===== config.mk =====
export PLATFORM = sky130hd
export DESIGN_NAME = irq_countdown_timer
export DESIGN_NICKNAME = d
export VERILOG_FILES = /design/src/rtl/irqtmr_pkg.sv /design/src/rtl/irqtmr_regs.sv /design/src/rtl/irqtmr_tickgen.sv /design/src/rtl/irqtmr_counter.sv /design/src/rtl/irq_countdown_timer.sv
export SDC_FILE = /design/constraint.sdc
export NUM_CORES = 1
export LEC_CHECK = 0
export ABC_AREA = 1
export BUFFER_PORTS_ARGS = -buffer_cell sky130_fd_sc_hd__clkbuf_2
export CORE_MARGIN = 5
export CORE_UTILIZATION = 29
export CTS_CLUSTER_DIAMETER = 120
export DETAILED_ROUTE_END_ITERATION = 8
export SETUP_SLACK_MARGIN = 0.2
export SYNTH_ARGS = -nofsm -noshare
export SYNTH_HDL_FRONTEND = slang
export SYNTH_HIERARCHICAL = 1
export SYNTH_SLANG_ARGS = --single-unit

===== constraint.sdc =====
create_clock -name clk -period 9.7 [get_ports clk]
set_clock_uncertainty 0.1 [all_clocks]
set_input_delay 0.485 -clock clk [delete_from_list [all_inputs] [get_ports clk]]
set_output_delay 0.485 -clock clk [all_outputs]
set_load 0.02 [all_outputs]

===== src/rtl/irqtmr_pkg.sv =====
package irqtmr_pkg;

   localparam int unsigned WORD_W = 32;

   // word addresses; software depends on these
   localparam logic [7:0] ADR_LVT  = 8'hC8;
   localparam logic [7:0] ADR_INIT = 8'hE0;
   localparam logic [7:0] ADR_CUR  = 8'hE4;
   localparam logic [7:0] ADR_DIV  = 8'hF8;

   typedef enum logic [1:0] {
      BASE_RAW = 2'b00,
      BASE_EXT = 2'b01,
      BASE_DIV = 2'b10,
      BASE_ALT = 2'b11
   } base_e;

   typedef struct packed {
      base_e      base;
      logic       periodic;
      logic       masked;
      logic [7:0] vector;
   } lvt_t;

   // code = {reg bit3, reg bit1, reg bit0}; returns log2 of divide ratio
   function automatic logic [2:0] div_shift(input logic [2:0] code);
      if (!code[2])                return 3'(code[1:0]) + 3'd1;
      else if (code[1:0] == 2'b11) return 3'd0;
      else                         return 3'(code[1:0]) + 3'd5;
   endfunction

endpackage


===== src/rtl/irqtmr_regs.sv =====
module irqtmr_regs
   import irqtmr_pkg::*;
#(
   parameter int ADDR_W = 8,
   parameter int CNT_W  = 32
) (
   input  logic              clk,
   input  logic              rst_n,
   input  logic              we_i,
   input  logic [ADDR_W-1:0] addr_i,
   input  logic [31:0]       wdata_i,
   input  logic [CNT_W-1:0]  cur_cnt_i,
   output logic [31:0]       rdata_o,
   output lvt_t              lvt_o,
   output logic [CNT_W-1:0]  init_cnt_o,
   output logic [2:0]        div_code_o,
   output logic              init_we_o,
   output logic              div_we_o
);

   localparam logic [ADDR_W-1:0] A_LVT  = ADDR_W'(ADR_LVT);
   localparam logic [ADDR_W-1:0] A_INIT = ADDR_W'(ADR_INIT);
   localparam logic [ADDR_W-1:0] A_CUR  = ADDR_W'(ADR_CUR);
   localparam logic [ADDR_W-1:0] A_DIV  = ADDR_W'(ADR_DIV);

   lvt_t             lvt_q;
   logic [CNT_W-1:0] init_q;
   logic [2:0]       div_q;
   logic             lvt_we;

   assign lvt_we    = we_i && (addr_i == A_LVT);
   assign init_we_o = we_i && (addr_i == A_INIT);
   assign div_we_o  = we_i && (addr_i == A_DIV);

   always_ff @(posedge clk) begin
      if (!rst_n) begin
         lvt_q.base     <= BASE_RAW;
         lvt_q.periodic <= 1'b0;
         lvt_q.masked   <= 1'b1;
         lvt_q.vector   <= 8'h00;
         init_q         <= '0;
         div_q          <= 3'b000;
      end else begin
         if (lvt_we) begin
            lvt_q.base     <= base_e'(wdata_i[19:18]);
            lvt_q.periodic <= wdata_i[17];
            lvt_q.masked   <= wdata_i[16];
            lvt_q.vector   <= wdata_i[7:0];
         end
         if (init_we_o) init_q <= wdata_i[CNT_W-1:0];
         if (div_we_o)  div_q  <= {wdata_i[3], wdata_i[1:0]};
      end
   end

   always_comb begin
      rdata_o = '0;
      case (addr_i)
         A_LVT:  rdata_o = {12'h000, lvt_q.base, lvt_q.periodic, lvt_q.masked,
                            8'h00, lvt_q.vector};
         A_INIT: rdata_o = WORD_W'(init_q);
         A_CUR:  rdata_o = WORD_W'(cur_cnt_i);
         A_DIV:  rdata_o = {28'h0, div_q[2], 1'b0, div_q[1:0]};
         default: rdata_o = '0;
      endcase
   end

   assign lvt_o      = lvt_q;
   assign init_cnt_o = init_q;
   assign div_code_o = div_q;


   div_bit2_clear_chk: assert property (@(posedge clk) disable iff (!rst_n)
      (addr_i == A_DIV) |-> (rdata_o[2] == 1'b0 && rdata_o[31:4] == '0));

endmodule


===== src/rtl/irqtmr_tickgen.sv =====
module irqtmr_tickgen
   import irqtmr_pkg::*;
#(
   parameter int SYNC_STAGES = 0
) (
   input  logic       clk,
   input  logic       rst_n,
   input  logic       restart_i,
   input  logic [2:0] div_code_i,
   input  base_e      base_i,
   input  logic       ext_tick_i,
   output logic       tick_o
);

   localparam int PRE_W = 7;

   logic             ext_s;
   logic [PRE_W-1:0] pre_q;
   logic [PRE_W-1:0] pre_last;
   logic             pre_hit;

   generate
      if (SYNC_STAGES == 0) begin : g_nosync
         assign ext_s = ext_tick_i;
      end else begin : g_sync
         logic [SYNC_STAGES-1:0] sh_q;
         always_ff @(posedge clk) begin
            if (!rst_n) sh_q <= '0;
            else        sh_q <= (sh_q << 1) | SYNC_STAGES'(ext_tick_i);
         end
         assign ext_s = sh_q[SYNC_STAGES-1];
      end
   endgenerate

   assign pre_last = PRE_W'((8'd1 << div_shift(div_code_i)) - 8'd1);
   assign pre_hit  = (pre_q == pre_last);

   always_ff @(posedge clk) begin
      if (!rst_n)                  pre_q <= '0;
      else if (restart_i || pre_hit) pre_q <= '0;
      else                         pre_q <= pre_q + 1'b1;
   end

   always_comb begin
      unique case (base_i)
         BASE_EXT: tick_o = ext_s;
         BASE_DIV: tick_o = pre_hit;
         default:  tick_o = 1'b1;
      endcase
   end


   pre_bound_chk: assert property (@(posedge clk) disable iff (!rst_n)
      pre_q <= pre_last || $past(pre_q) != pre_q - 1'b1);

endmodule


===== src/rtl/irqtmr_counter.sv =====
module irqtmr_counter #(
   parameter int CNT_W = 32
) (
   input  logic             clk,
   input  logic             rst_n,
   input  logic             load_i,
   input  logic [CNT_W-1:0] load_val_i,
   input  logic [CNT_W-1:0] init_i,
   input  logic             tick_i,
   input  logic             periodic_i,
   input  logic             masked_i,
   input  logic [7:0]       vector_i,
   output logic [CNT_W-1:0] cur_o,
   output logic             irq_o,
   output logic [7:0]       irq_vec_o
);

   logic [CNT_W-1:0] cur_q;
   logic             run_q;
   logic             expire;

   assign expire = run_q && tick_i && !load_i && (cur_q == CNT_W'(1));

   always_ff @(posedge clk) begin
      if (!rst_n) begin
         cur_q     <= '0;
         run_q     <= 1'b0;
         irq_o     <= 1'b0;
         irq_vec_o <= 8'h00;
      end else begin
         irq_o     <= expire && !masked_i;
         irq_vec_o <= (expire && !masked_i) ? vector_i : 8'h00;
         if (load_i) begin
            cur_q <= load_val_i;
            run_q <= (load_val_i != '0);
         end else if (run_q && tick_i) begin
            if (cur_q == '0) begin
               cur_q <= init_i;
            end else begin
               cur_q <= cur_q - 1'b1;
               if (expire && !periodic_i) run_q <= 1'b0;
            end
         end
      end
   end

   assign cur_o = cur_q;


   irq_at_zero_chk: assert property (@(posedge clk) disable iff (!rst_n)
      irq_o |-> (cur_q == '0));


   irq_single_chk: assert property (@(posedge clk) disable iff (!rst_n)
      irq_o |=> !irq_o);


   cur_step_chk: assert property (@(posedge clk) disable iff (!rst_n)
      ($past(rst_n) && !$past(load_i)) |->
         (cur_q == $past(cur_q) || cur_q == $past(cur_q) - 1'b1 ||
          ($past(cur_q) == '0 && cur_q == $past(init_i))));


   stop_on_zero_chk: assert property (@(posedge clk) disable iff (!rst_n)
      ($past(rst_n) && $past(load_i) && $past(load_val_i) == '0) |->
         (cur_q == '0 && !run_q));


   vec_idle_chk: assert property (@(posedge clk) disable iff (!rst_n)
      !irq_o |-> (irq_vec_o == 8'h00));

endmodule


===== src/rtl/irq_countdown_timer.sv =====
module irq_countdown_timer
   import irqtmr_pkg::*;
#(
   parameter int ADDR_W      = 8,
   parameter int CNT_W       = 32,
   parameter int SYNC_STAGES = 0
) (
   input  logic              clk,
   input  logic              rst_n,
   input  logic              ext_tick,
   input  logic              req_we,
   input  logic [ADDR_W-1:0] req_addr,
   input  logic [31:0]       req_wdata,
   output logic [31:0]       req_rdata,
   output logic              irq_pulse,
   output logic [7:0]        irq_vector
);

   generate
      if (ADDR_W < 8) begin : g_bad_addr
         $error("ADDR_W must be at least 8");
      end
      if (CNT_W < 2 || CNT_W > 32) begin : g_bad_cnt
         $error("CNT_W must lie in 2..32");
      end
      if (SYNC_STAGES < 0 || SYNC_STAGES > 4) begin : g_bad_sync
         $error("SYNC_STAGES must lie in 0..4");
      end
   endgenerate

   lvt_t             lvt;
   logic [CNT_W-1:0] init_cnt;
   logic [CNT_W-1:0] cur_cnt;
   logic [2:0]       div_code;
   logic             init_we;
   logic             div_we;
   logic             tick;

   irqtmr_regs #(.ADDR_W(ADDR_W), .CNT_W(CNT_W)) u_regs (
      .clk       (clk),
      .rst_n     (rst_n),
      .we_i      (req_we),
      .addr_i    (req_addr),
      .wdata_i   (req_wdata),
      .cur_cnt_i (cur_cnt),
      .rdata_o   (req_rdata),
      .lvt_o     (lvt),
      .init_cnt_o(init_cnt),
      .div_code_o(div_code),
      .init_we_o (init_we),
      .div_we_o  (div_we)
   );

   irqtmr_tickgen #(.SYNC_STAGES(SYNC_STAGES)) u_tickgen (
      .clk       (clk),
      .rst_n     (rst_n),
      .restart_i (init_we || div_we),
      .div_code_i(div_code),
      .base_i    (lvt.base),
      .ext_tick_i(ext_tick),
      .tick_o    (tick)
   );

   irqtmr_counter #(.CNT_W(CNT_W)) u_counter (
      .clk       (clk),
      .rst_n     (rst_n),
      .load_i    (init_we),
      .load_val_i(req_wdata[CNT_W-1:0]),
      .init_i    (init_cnt),
      .tick_i    (tick),
      .periodic_i(lvt.periodic),
      .masked_i  (lvt.masked),
      .vector_i  (lvt.vector),
      .cur_o     (cur_cnt),
      .irq_o     (irq_pulse),
      .irq_vec_o (irq_vector)
   );


   masked_quiet_chk: assert property (@(posedge clk) disable iff (!rst_n)
      irq_pulse |-> !$past(lvt.masked));

endmodule


==> tab_implementation.tex, run 1 <==
\begin{tabular}{lr}
\hline
Metric & Value \\
\hline
\multicolumn{2}{l}{\textbf{STA}} \\
\quad Post-layout min period & 4181 ps \\
\quad Maximum clock frequency & 239.2 MHz \\
\quad Worst hold slack across all endpoints & 270.5 ps \\
\quad Part of the cycle the worst path needs & 0.4311 \\
\quad Pin slew with the least headroom to its limit & 1052 ps \\
\quad Number of max-slew violations in the final report & 0 \\
\quad Worst slew margin relative to its limit & 0.2968 \\
\quad Final setup violating endpoints & 0 \\
\quad Fin Setup TNS & 0 ps \\
\quad Unrepaired setup endpoints after global routing & no \\
\quad Final hold violation count & 0 \\
\multicolumn{2}{l}{\textbf{Cells and area}} \\
\quad Fraction of final layout cells sized beyond drive strength 1 & 0.1194 \\
\quad Synthesis-to-finish area growth & 13.79\% \\
\quad ANT cells & 0 \\
\quad Number of non-filler instances in the completed layout & 1,444 \\
\quad Total non-filler cell area in the finished layout & 7301 um2 \\
\quad Final net count & 1,213 \\
\multicolumn{2}{l}{\textbf{CTS}} \\
\quad Count of cells resized by post-cts repair & 0 \\
\quad Root buf cell & clkbuf\_16 \\
\quad Number of buffers on the longest clock path & 2 \\
\quad H-Tree Level Count & 3 \\
\quad CTS tree & built \\
\quad Worst-Skew Late Latency & 350 ps \\
\quad Clock slew at reported path FFs & 70 ps \\
\quad Total CTS buffers & 9 \\
\quad Post-CTS setup buffer count & 0 \\
\quad Number of hold-repair buffers added at the cts stage & 0 \\
\quad Number of clock sinks & 96 \\
\multicolumn{2}{l}{\textbf{Run status}} \\
\quad Outcome & completed \\
\multicolumn{2}{l}{\textbf{Logic synthesis}} \\
\quad Fraction of registers with async set/reset & 0 \\
\quad Number of enable flip-flop cells after synthesis & 0 \\
\quad Synth Net Count & 1,149 \\
\quad Post-synthesis register bit count & 96 \\
\quad Number of warnings reported in the yosys synthesis log & 6 \\
\quad Fraction of the yosys area taken by sequential cells & 0.2995 \\
\quad Yosys cell types & 36 \\
\quad Average instance area after synthesis & 5.860 um2 \\
\quad Cells after synthesis & 1,095 \\
\quad Cell Area, Synth & 6416 um2 \\
\quad Main flop type after synthesis & dfxtp\_1 \\
\multicolumn{2}{l}{\textbf{Die}} \\
\quad Initial Utilization & 0.2940 \\
\quad Die Area & 25,200 um2 \\
\quad Number of I/O pins & 85 \\
\quad Chip Height & 158.7 um \\
\quad Core ar. & 21,820 um2 \\
\quad Chip width & 158.7 um \\
\quad Cell row count & 54 \\
\multicolumn{2}{l}{\textbf{GRT}} \\
\quad Number of antenna violations at the first check in global routing & 0 \\
\quad Global Route Usage Sum & 0.1561 \\
\quad Via count of the first global-routing pass & 6,381 \\
\quad First-pass GRT wire length & 32,790 um \\
\quad Total congestion overflow & 0 \\
\quad Maximum number of pins on one net before global-route repair & 66 \\
\multicolumn{2}{l}{\textbf{Setup path}} \\
\quad Arrival time of the worst setup path & 4310 ps \\
\quad Worst path required time & 9830 ps \\
\quad Critical path launch point type & flop \\
\quad Crit Path Class & reg -> reg \\
\quad Critical-path maximum fanout & 28 \\
\quad Kind of capture point of the worst setup path & flop \\
\multicolumn{2}{l}{\textbf{Power and ir drop}} \\
\quad Leakage Power & 3.609 nW \\
\quad Power share of the combinational group & 0.073 \\
\quad Share of power burned in the clock network & 0.436 \\
\quad Switching component of the power & 0.2084 mW \\
\quad Internal power & 0.6043 mW \\
\quad Worst IR drop on VDD & 0.07641 mV \\
\quad Portion of total power attributed to sequential cells & 0.491 \\
\quad Total power density per cell area & 111.3 nW/um2 \\
\quad Net Sw Frac & 0.2564 \\
\multicolumn{2}{l}{\textbf{Placed design}} \\
\quad Detailed Place HPWL & 14,700 um \\
\quad Dpl cells & 1,428 \\
\quad Routability congestion estimate from global placement & 0.9221 \\
\quad Count of buffers inserted at the top-level ports & 84 \\
\quad Cell area after placement & 7015 um2 \\
\multicolumn{2}{l}{\textbf{Detailed routing}} \\
\quad Total vias in the final route & 6,691 \\
\quad Via/cell ratio & 4.634 \\
\quad Number of violations reported at the end of detailed-routing iteration 0 & 432 \\
\quad Total Routed Length & 19,990 um \\
\quad Post-DR wirelength/cell & 13.84 um \\
\quad First-pass DRT Iterations & 5 \\
\quad Count of antenna-violating nets left after detailed routing & 0 \\
\quad DRC violations left & 0 \\
\multicolumn{2}{l}{\textbf{Worst hold path}} \\
\quad Hold Crit Class & in -> reg \\
\multicolumn{2}{l}{\textbf{Flow run}} \\
\quad Count of max-cap constraint violations & 0 \\
\hline
\end{tabular}
[registers in the layout, indices dropped and copies added, names as in the netlist]
signal	flops
u_counter/irq_vec_o	8
u_regs/init_cnt_o	32
u_tickgen/pre_q	7
u_counter/cur_o	32
u_counter/run_q	1
u_regs/div_code_o	3
u_counter/irq_o	1
u_regs/lvt_o	12
[cell families (layout without fill, tap and decap cells)]
| family | count (synthesis) | count (layout) | synth area share |
|---|---|---|---|
| AO/OA/AOI/OAI | 119 | 119 | 0.1026 |
| XOR/XNOR | 14 | 14 | 0.01911 |
| adder cells (fa/ha/maj) | 10 | 10 | 0.01950 |
| buffers and inverters | 249 | 318 | 0.1580 |
| flip-flops | 96 | 96 | 0.2995 |
| AND/OR/NAND/NOR | 607 | 607 | 0.4013 |
[layout by cell type (no fill, tap or decap), drive strengths merged]
master,count
a21oi,48
a22o,1
a31oi,3
and2,1
buf,6
clkbuf,97
clkinv,4
clkinvlp,1
dfxtp,96
ha,10
inv,210
nand2,298
nand3,81
nand3b,2
nand4,17
nor2,204
nor3,1
nor4,2
o211ai,1
o21ai,44
o21bai,2
o22ai,20
or2,1
xnor2,3
xor2,11
[area by class of cell]
type,instances,area (um2)
clock inverter,3,25.02
inverter,212,797.0
sequential,96,1922
fill,2474,14520
tap,280,350.3
multi-input combinational,750,3481
clock buffer,13,260.3
timing repair buffer,90,465.4
[critical path, stage by stage, from the launching register on]
cell,delay [ps]
dfxtp_1,530
nand2_1,150
inv_1,130
ha_1,290
nor2_2,230
nand2_1,80
ha_1,310
xor2_1,130
nand2_1,60
nor2_1,120
nand3_1,100
nor2_1,180
nand3_1,100
nand2_1,120
nand2_1,80
nand2_1,770
inv_1,220
a22o_1,240
inv_1,50
a21oi_1,50
[power by group through the flow]
stage          Sequential [mW]  Clock, mW  Combinational, mW
2_1_floorplan            0.407          0             0.0351
3_3_place_gp             0.408          0             0.0592
3_5_place_dp             0.408          0             0.0597
4_1_cts                  0.399      0.365             0.0599
5_1_grt                  0.399      0.380             0.0666
6_report                 0.399      0.354             0.0593
[layer usage]
metal | routed length (um) | vias to the layer above | global-route usage
li1 | - | 3474 | -
met1 | 9214 | 3041 | 0.2030
met2 | 9505 | 154 | 0.2669
met3 | 938 | 22 | 0.02903
met4 | 334 | 0 | 0.03872
met5 | 0 | - | 0
[final timing paths]
kind | from | endpoint | slack (ps) | cells past startpoint
setup / recovery | u_regs/div_code_o[0] | u_counter/cur_o[3] | 5520 | 19
hold / removal | req_wdata[21] | u_regs/init_cnt_o[21] | 270 | 3
setup reg to reg | u_regs/div_code_o[0] | u_counter/cur_o[3] | 5520 | 19
hold reg to reg | u_regs/lvt_o[7] | u_counter/irq_vec_o[7] | 350 | 2
[cells in the mapped netlist (6+ instances only)]
cell      instances  area share
nor2_2            9      0.0088
nor2_1          190        0.11
nand4_1          17       0.017
nand2_1         292        0.17
buf_6             8       0.014
a21oi_1          42       0.033
o22ai_1          20       0.020
o21ai_0          40       0.031
ha_1             10       0.020
xor2_1           11       0.015
a21oi_2           6      0.0082
clkbuf_1         19       0.011
nand3_2           6      0.0094
buf_2             8      0.0062
dfxtp_1          96        0.30
inv_1           208        0.12
nand3_1          75       0.059
[per-stage QoR]
stage / power, mW / setup slack (ps) / util
after floorplan: 0.4424 / 6608 / -
after global placement: 0.4673 / 5563 / 0.3215
after detailed placement: 0.4678 / 5443 / 0.3215
after CTS: 0.8234 / 5552 / 0.3345
after global routing: 0.8457 / 5094 / 0.3345
final: 0.8126 / 5519 / 0.3345
No activity file was read; power rests on OpenSTA's default activity.
==> run 2, diff against run 1 <==
Settings changed: ABC_AREA 1 to 0.
Clock period 9.7 ns to 3.8 ns, I/O delays scaled along.
==> run 2 against run 1 <==
Clock power grew to 2.7 times the previous value; via count decreased by 19%; global-route usage up 0.20 points; critical path depth shrank 3; non-clock buffer count increased by 57; die area decreased by 11%; first-iteration DRC count decreased by 22%; setup slack worse by 5300 ps; highest routed layer unchanged.
==> tab_implementation.tex, run 2 <==
\begin{tabular}{lr}
\hline
Metric & Value \\
\hline
\multicolumn{2}{l}{\textbf{Run status}} \\
\quad Outcome & completed \\
\multicolumn{2}{l}{\textbf{Logic synthesis}} \\
\quad Cells after synthesis & 635 (-42\%) \\
\quad Most frequent cells after synthesis & 97 x nand2\_1, 96 x dfxtp\_1, 51 x mux2i\_1 \\
\quad Average instance area after synthesis & 8.869 um2 (+51\%) \\
\quad Post-synthesis register bit count & 96 (unchanged) \\
\quad Fraction of registers with async set/reset & 0 (unchanged) \\
\quad Main flop type after synthesis & dfxtp\_1 \\
\quad Synth Net Count & 689 (-40\%) \\
\quad Largest area contributor in the netlist & dfxtp\_1 \\
\quad Area share of the leading cell type in the synthesized netlist & 0.3413 (+0.04173) \\
\quad Fraction of the yosys area taken by sequential cells & 0.3413 (+0.04173) \\
\quad Number of enable flip-flop cells after synthesis & 0 (unchanged) \\
\quad Cell Area, Synth & 5632 um2 (-12\%) \\
\quad Yosys cell types & 69 (+92\%) \\
\quad Number of warnings reported in the yosys synthesis log & 6 (unchanged) \\
\quad Cells taking the most area after synthesis & dfxtp\_1 34\%, mux2i\_1 9.1\%, nand2\_1 6.5\% \\
\quad Cell with the most instances after synthesis & nand2\_1 \\
\multicolumn{2}{l}{\textbf{Die}} \\
\quad Chip Height & 149.4 um (-5.9\%) \\
\quad Core ar. & 19,270 um2 (-12\%) \\
\quad Chip width & 149.4 um (-5.9\%) \\
\quad Initial Utilization & 0.2922 (-0.001768) \\
\quad Number of I/O pins & 85 (unchanged) \\
\quad Cell row count & 51 (-5.6\%) \\
\quad Die Area & 22,310 um2 (-11\%) \\
\multicolumn{2}{l}{\textbf{STA}} \\
\quad Pin slew with the least headroom to its limit & 1075 ps (+22.60 ps) \\
\quad Worst hold slack across all endpoints & 10.34 ps (-260.1 ps) \\
\quad Worst slew margin relative to its limit & 0.2835 (-0.01337) \\
\quad Fin Setup TNS & 0 ps (unchanged) \\
\quad Post-layout min period & 3605 ps (-576.5 ps) \\
\quad Number of max-slew violations in the final report & 0 (unchanged) \\
\quad Unrepaired setup endpoints after global routing & yes \\
\quad Maximum clock frequency & 277.4 MHz (+16\%) \\
\quad Final setup violating endpoints & 0 (unchanged) \\
\quad Final worst slack & 195.2 ps (-5324 ps) \\
\quad Final hold violation count & 0 (unchanged) \\
\quad Part of the cycle the worst path needs & 0.9486 (+0.5176) \\
\multicolumn{2}{l}{\textbf{Placed design}} \\
\quad Detailed Place HPWL & 12,570 um (-15\%) \\
\quad Routability congestion estimate from global placement & 0.8309 (-9.9\%) \\
\quad Post-placement worst setup slack & -9.342 ps (-5452 ps) \\
\quad Count of buffers inserted at the top-level ports & 84 (unchanged) \\
\multicolumn{2}{l}{\textbf{CTS}} \\
\quad Root buf cell & clkbuf\_16 \\
\quad Worst-Skew Late Latency & 360 ps (about the same) \\
\quad CTS tree & built \\
\quad Clock slew at reported path FFs & 60 ps (about the same) \\
\quad Number of clock sinks & 96 (unchanged) \\
\quad Total CTS buffers & 9 (unchanged) \\
\quad H-Tree Level Count & 3 (unchanged) \\
\quad Number of buffers on the longest clock path & 2 (unchanged) \\
\multicolumn{2}{l}{\textbf{Setup path}} \\
\quad FF-to-FF End & u\_counter/irq\_vec\_o[5] \\
\quad Startpoint of the lowest-slack register-to-register path & u\_regs/div\_code\_o[0] \\
\quad Cell chain of the critical path & nand2\_4 -> inv\_4 -> ha\_4 -> or3\_4 -> ha\_4 -> nor2b\_4 -> mux2\_4 -> a221o\_1 -> a2111oi\_4 -> a221o\_1 -> nand2\_2 -> nor2\_4 -> nand3\_4 -> nor4\_4 -> buf\_4 -> and2\_1 \\
\quad Critical path launch point type & flop \\
\quad Crit Path Class & reg -> reg \\
\quad CP max stage delay & 350 ps (-420 ps) \\
\quad Critical Path Start & u\_regs/div\_code\_o[0] \\
\quad Arrival time of the worst setup path & 3810 ps (-500 ps) \\
\quad Depth of the most critical reg-to-reg path & 16 (-3) \\
\quad Setup slack, reg-to-reg & 200 ps (-5320 ps) \\
\quad Worst path required time & 4000 ps (-5830 ps) \\
\quad Slowest cell on the critical path & dfxtp\_2 \\
\quad Critical-path maximum fanout & 4 (-86\%) \\
\quad Kind of capture point of the worst setup path & flop \\
\multicolumn{2}{l}{\textbf{GRT}} \\
\quad Global Route Usage Sum & 0.1581 (+0.001997) \\
\quad First-pass GRT wire length & 27,860 um (-15\%) \\
\quad Number of antenna violations at the first check in global routing & 0 (unchanged) \\
\quad Maximum number of pins on one net before global-route repair & 49 (-26\%) \\
\quad Total congestion overflow & 0 (unchanged) \\
\quad Via count of the first global-routing pass & 5,055 (-21\%) \\
\multicolumn{2}{l}{\textbf{Detailed routing}} \\
\quad Post-DR wirelength/cell & 18.03 um (+30\%) \\
\quad First-pass DRT Iterations & 5 (unchanged) \\
\quad Number of violations reported at the end of detailed-routing iteration 0 & 336 (-22\%) \\
\quad DRC violations left & 0 (unchanged) \\
\quad Count of antenna-violating nets left after detailed routing & 0 (unchanged) \\
\quad Via/cell ratio & 5.343 (+15\%) \\
\quad Total vias in the final route & 5,428 (-19\%) \\
\quad Total Routed Length & 18,320 um (-8.4\%) \\
\multicolumn{2}{l}{\textbf{Flow run}} \\
\quad Count of max-cap constraint violations & 0 (unchanged) \\
\multicolumn{2}{l}{\textbf{Cells and area}} \\
\quad Fraction of final layout cells sized beyond drive strength 1 & 0.2783 (+0.1589) \\
\quad Synthesis-to-finish area growth & 28.64\% \\
\quad Most frequent cells in the layout & 94 x dfxtp\_1, 93 x nand2\_1, 83 x clkbuf\_2 \\
\quad ANT cells & 0 (unchanged) \\
\quad Util after Layout & 0.3759 (+0.04139) \\
\quad Leading cell type in the layout, fill and taps excluded & dfxtp\_1 \\
\quad Final net count & 801 (-34\%) \\
\multicolumn{2}{l}{\textbf{Worst hold path}} \\
\quad Number of instances on the worst hold path & 3 (unchanged) \\
\quad Min-Delay Startpoint & req\_wdata[11] \\
\quad Hold Crit Class & in -> reg \\
\quad Hold Path Sink & u\_regs/init\_cnt\_o[11] \\
\multicolumn{2}{l}{\textbf{Power and ir drop}} \\
\quad Share of power burned in the clock network & 0.444 (+0.008) \\
\quad Internal power & 1.638 mW (+170\%) \\
\quad Total power density per cell area & 296.8 nW/um2 (+170\%) \\
\quad Net Sw Frac & 0.2382 (-0.01817) \\
\quad Switching component of the power & 0.5123 mW (+150\%) \\
\quad Worst IR drop on VDD & 0.2289 mV (+200\%) \\
\quad Portion of total power attributed to sequential cells & 0.474 (-0.017) \\
\quad Total power of the final layout & 2.151 mW (+160\%) \\
\quad Power share of the combinational group & 0.082 (+0.009) \\
\quad Leakage Power & 2.739 nW (-24\%) \\
\hline
\end{tabular}
-- run 2: what timing repair did --
action                                 4_1_cts  5_1_grt
pin swaps                                    1       12
resized for setup                            4       40
cloned                                       1        3
setup endpoints to repair                   32       39
endpoints found under the hold margin       15        0
hold buffers                                15        0
setup buffers                               13        6
-- run 2: worst max path at each step --
stage               cells past startpoint                endpoint  slack [ps]
detailed placement                     14     u_counter/cur_o[13]          -9
CTS                                    16  u_counter/irq_vec_o[4]         110
global placement                       14      u_counter/cur_o[6]         100
floorplan                              16  u_counter/irq_vec_o[0]           5
finish                                 16  u_counter/irq_vec_o[5]         200
global route                           16  u_counter/irq_vec_o[4]           9
-- run 2: kinds of logic (layout without fill, tap and decap cells) --
group	Yosys count	count (layout)	synth area share
AND/OR/NAND/NOR	247	248	0.2448
AO/OA/AOI/OAI	141	141	0.1973
flip-flops	96	96	0.3413
buffers and inverters	59	174	0.05399
multiplexers	53	53	0.09531
XOR/XNOR	29	29	0.04510
adder cells (fa/ha/maj)	10	10	0.02222
-- run 2: stage by stage --
stage,std cells,area (um2)
after floorplan,635,5734
after CTS,1007,6980
after global placement,963,6409
final,1016,7244
after global routing,1016,7244
after detailed placement,963,6409
-- run 2: per-layer routing --
metal,vias up,global-route usage,share of wire
met5,-,0,0
met4,0,0.04760,0.017
met3,23,0.03373,0.057
met2,178,0.2523,0.46
met1,2614,0.2149,0.46
li1,2613,-,-
-- run 2: power by group through the flow --
stage | combinational, mW | clock (mW) | sequential [mW]
CTS | 0.169 | 0.978 | 1.02
finish | 0.177 | 0.955 | 1.02
detailed placement | 0.153 | 0 | 1.04
global route | 0.192 | 1.01 | 1.02
global placement | 0.152 | 0 | 1.04
floorplan | 0.0876 | 0 | 1.04
-- run 2: cell type report --
cell class / count / area, um2
Fill cell: 2035 / 12030
Multi-Input combinational cell: 481 / 3662
Sequential cell: 96 / 1924
Timing Repair Buffer: 147 / 972.2
Tap cell: 265 / 331.6
Clock buffer: 12 / 266.5
Inverter: 12 / 47.55
Clock inverter: 3 / 40.04
-- run 2: critical path, delay by kind of cell, from the launching register on --
family | cells | cell delay, ps
muxes | 1 | 300
AOI/OAI and AO/OA | 3 | 940
buffers and inverters | 2 | 260
DFF | 1 | 350
adders and majority gates | 2 | 360
and+or+nand+nor | 8 | 1250
==> run 3, diff against run 2 <==
Settings changed: SETUP_SLACK_MARGIN 0.2 to 0.5.
==> run 3 against run 2 <==
Sequential share of layout area increased by 0.56 points; sequential power is essentially flat; sequential cell count unchanged; critical endpoint is now u_counter/irq_vec_o[6].
==> tab_implementation.tex, run 3 (synthesis results as in run 2) <==
\begin{tabular}{lr}
\hline
Metric & Value \\
\hline
\multicolumn{2}{l}{\textbf{Run status}} \\
\quad Outcome & completed \\
\multicolumn{2}{l}{\textbf{Flow run}} \\
\quad Count of max-cap constraint violations & 0 (unchanged) \\
\multicolumn{2}{l}{\textbf{GRT}} \\
\quad Total congestion overflow & 0 (unchanged) \\
\quad First-pass GRT wire length & 28,770 um (+3.3\%) \\
\quad Via count of the first global-routing pass & 5,215 (+3.2\%) \\
\quad Number of antenna violations at the first check in global routing & 0 (unchanged) \\
\quad Global Route Usage Sum & 0.1616 (+0.003484) \\
\quad Maximum number of pins on one net before global-route repair & 74 (+51\%) \\
\multicolumn{2}{l}{\textbf{CTS}} \\
\quad Number of buffers on the longest clock path & 2 (unchanged) \\
\quad Clock slew at reported path FFs & 60 ps (about the same) \\
\quad H-Tree Level Count & 3 (unchanged) \\
\quad Worst-Skew Late Latency & 350 ps (about the same) \\
\quad Number of clock sinks & 96 (unchanged) \\
\quad Total CTS buffers & 9 (unchanged) \\
\quad Root buf cell & clkbuf\_16 \\
\quad CTS tree & built \\
\multicolumn{2}{l}{\textbf{STA}} \\
\quad Worst slew margin relative to its limit & 0.2780 (-0.005497) \\
\quad Pin slew with the least headroom to its limit & 1080 ps (+4.741 ps) \\
\quad Number of max-slew violations in the final report & 0 (unchanged) \\
\quad Final hold violation count & 0 (unchanged) \\
\quad Post-layout min period & 3683 ps (+78.33 ps) \\
\quad Worst hold slack across all endpoints & 13.07 ps (+2.726 ps) \\
\quad Unrepaired setup endpoints after global routing & yes \\
\quad Part of the cycle the worst path needs & 0.9693 (+0.02061) \\
\quad Fin Setup TNS & 0 ps (unchanged) \\
\quad Maximum clock frequency & 271.5 MHz (-2.1\%) \\
\quad Final worst slack & 116.8 ps (-78.33 ps) \\
\quad Final setup violating endpoints & 0 (unchanged) \\
\multicolumn{2}{l}{\textbf{Detailed routing}} \\
\quad Total Routed Length & 18,060 um (-1.4\%) \\
\quad Total vias in the final route & 5,428 (unchanged) \\
\quad Via/cell ratio & 5.406 (+1.2\%) \\
\quad Count of antenna-violating nets left after detailed routing & 0 (unchanged) \\
\quad First-pass DRT Iterations & 5 (unchanged) \\
\quad Post-DR wirelength/cell & 17.99 um (-0.24\%) \\
\quad DRC violations left & 0 (unchanged) \\
\quad Number of violations reported at the end of detailed-routing iteration 0 & 378 (+13\%) \\
\multicolumn{2}{l}{\textbf{Die}} \\
\quad Cell row count & 51 (unchanged) \\
\quad Initial Utilization & 0.2922 (unchanged) \\
\quad Core ar. & 19,270 um2 (unchanged) \\
\quad Die Area & 22,310 um2 (unchanged) \\
\quad Number of I/O pins & 85 (unchanged) \\
\quad Chip Height & 149.4 um (unchanged) \\
\quad Chip width & 149.4 um (unchanged) \\
\multicolumn{2}{l}{\textbf{Placed design}} \\
\quad Routability congestion estimate from global placement & 0.8207 (-1.2\%) \\
\quad Post-placement worst setup slack & 39.67 ps (+49.01 ps) \\
\quad Detailed Place HPWL & 12,610 um (+0.39\%) \\
\quad Count of buffers inserted at the top-level ports & 84 (unchanged) \\
\multicolumn{2}{l}{\textbf{Cells and area}} \\
\quad ANT cells & 0 (unchanged) \\
\quad Fraction of final layout cells sized beyond drive strength 1 & 0.2639 (-0.01443) \\
\quad Leading cell type in the layout, fill and taps excluded & dfxtp\_1 \\
\quad Final net count & 789 (-1.5\%) \\
\quad Most frequent cells in the layout & 94 x dfxtp\_1, 93 x nand2\_1, 83 x clkbuf\_2 \\
\quad Synthesis-to-finish area growth & 25.99\% \\
\multicolumn{2}{l}{\textbf{Power and ir drop}} \\
\quad Leakage Power & 2.673 nW (-2.4\%) \\
\quad Worst IR drop on VDD & 0.2222 mV (-2.9\%) \\
\quad Total power density per cell area & 289.5 nW/um2 (-2.5\%) \\
\multicolumn{2}{l}{\textbf{Setup path}} \\
\quad Startpoint of the lowest-slack register-to-register path & u\_regs/div\_code\_o[0] \\
\quad Critical-path maximum fanout & 9 (+5) \\
\quad Worst path required time & 4000 ps (about the same) \\
\quad Crit Path Class & reg -> reg \\
\quad Arrival time of the worst setup path & 3880 ps (+70 ps) \\
\quad Critical path launch point type & flop \\
\quad Critical Path Start & u\_regs/div\_code\_o[0] \\
\quad Kind of capture point of the worst setup path & flop \\
\multicolumn{2}{l}{\textbf{Worst hold path}} \\
\quad Min-Delay Startpoint & req\_wdata[10] \\
\quad Hold Crit Class & in -> reg \\
\hline
\end{tabular}
[run 3: changes by cell type in the layout (fill, tap and decap cells not counted), moves of 4 or more]
| cell | change |
|---|---|
| a22oi_1 | +5 |
| a22oi_2 | -5 |
| buf_4 | -11 |
| clkbuf_1 | +4 |
| dlygate4sd3_1 | -4 |
[run 3: per-layer routing]
| metal | part of all wire | track usage | vias to the layer above |
|---|---|---|---|
| met2 | 0.47 | 0.2658 | 174 |
| met3 | 0.060 | 0.03160 | 12 |
| met5 | 0 | 0 | - |
| met1 | 0.46 | 0.2180 | 2656 |
| li1 | - | - | 2586 |
| met4 | 0.011 | 0.04073 | 0 |
[run 3: stage by stage]
step             util  instance area [um2]  std cells  total power [mW]
3_3_place_gp   0.3339                 6434        963             1.194
4_1_cts        0.3634                 7003       1000             2.065
5_1_grt        0.3682                 7096       1004             2.120
6_report       0.3682                 7096       1004             2.054
3_5_place_dp   0.3339                 6434        963             1.195
2_1_floorplan       -                 5739        635             1.127
[run 3: cell type report]
type | count | area [um2]
clock buffer | 15 | 267.8
timing repair buffer | 136 | 915.9
tap | 265 | 331.6
multi-input combinational | 480 | 3608
sequential | 96 | 1924
inverter | 12 | 47.55
fill | 2045 | 12180
[run 3: power breakdown]
part / internal, mW / switching (mW)
sequential: 1.01 / 0.00838
combinational: 0.0658 / 0.105
clock: 0.478 / 0.386
total: 1.56 / 0.499
[run 3: what timing repair did]
action                                 CTS  global route
gates resized for setup                 23            16
hold buffers                            11             0
buffers inserted                        11             4
gates cloned                             0             0
pin swaps                                5             5
endpoints found under the hold margin   11             0
setup endpoints to repair               42            42
[run 3: worst paths after layout]
| path | cells after the start | to | slack, ps |
|---|---|---|---|
| worst max-delay path | 16 | u_counter/irq_vec_o[6] | 120 |
| worst min-delay path | 3 | u_regs/init_cnt_o[10] | 10 |
| worst max register to register | 16 | u_counter/irq_vec_o[6] | 120 |
| worst min register to register | 2 | u_regs/init_cnt_o[6] | 370 |
[run 3: critical path, stage by stage, from the launching register on]
cell	delay, ps
dfxtp_2	350
nand2_4	60
inv_4	60
ha_4	190
or3_4	340
ha_4	170
nor2b_4	130
mux2_4	300
a221o_1	350
a2111oi_4	370
a221o_1	270
nand2_2	90
nor2_4	140
nand3_2	110
nor4_4	270
buf_6	180
and2_4	140
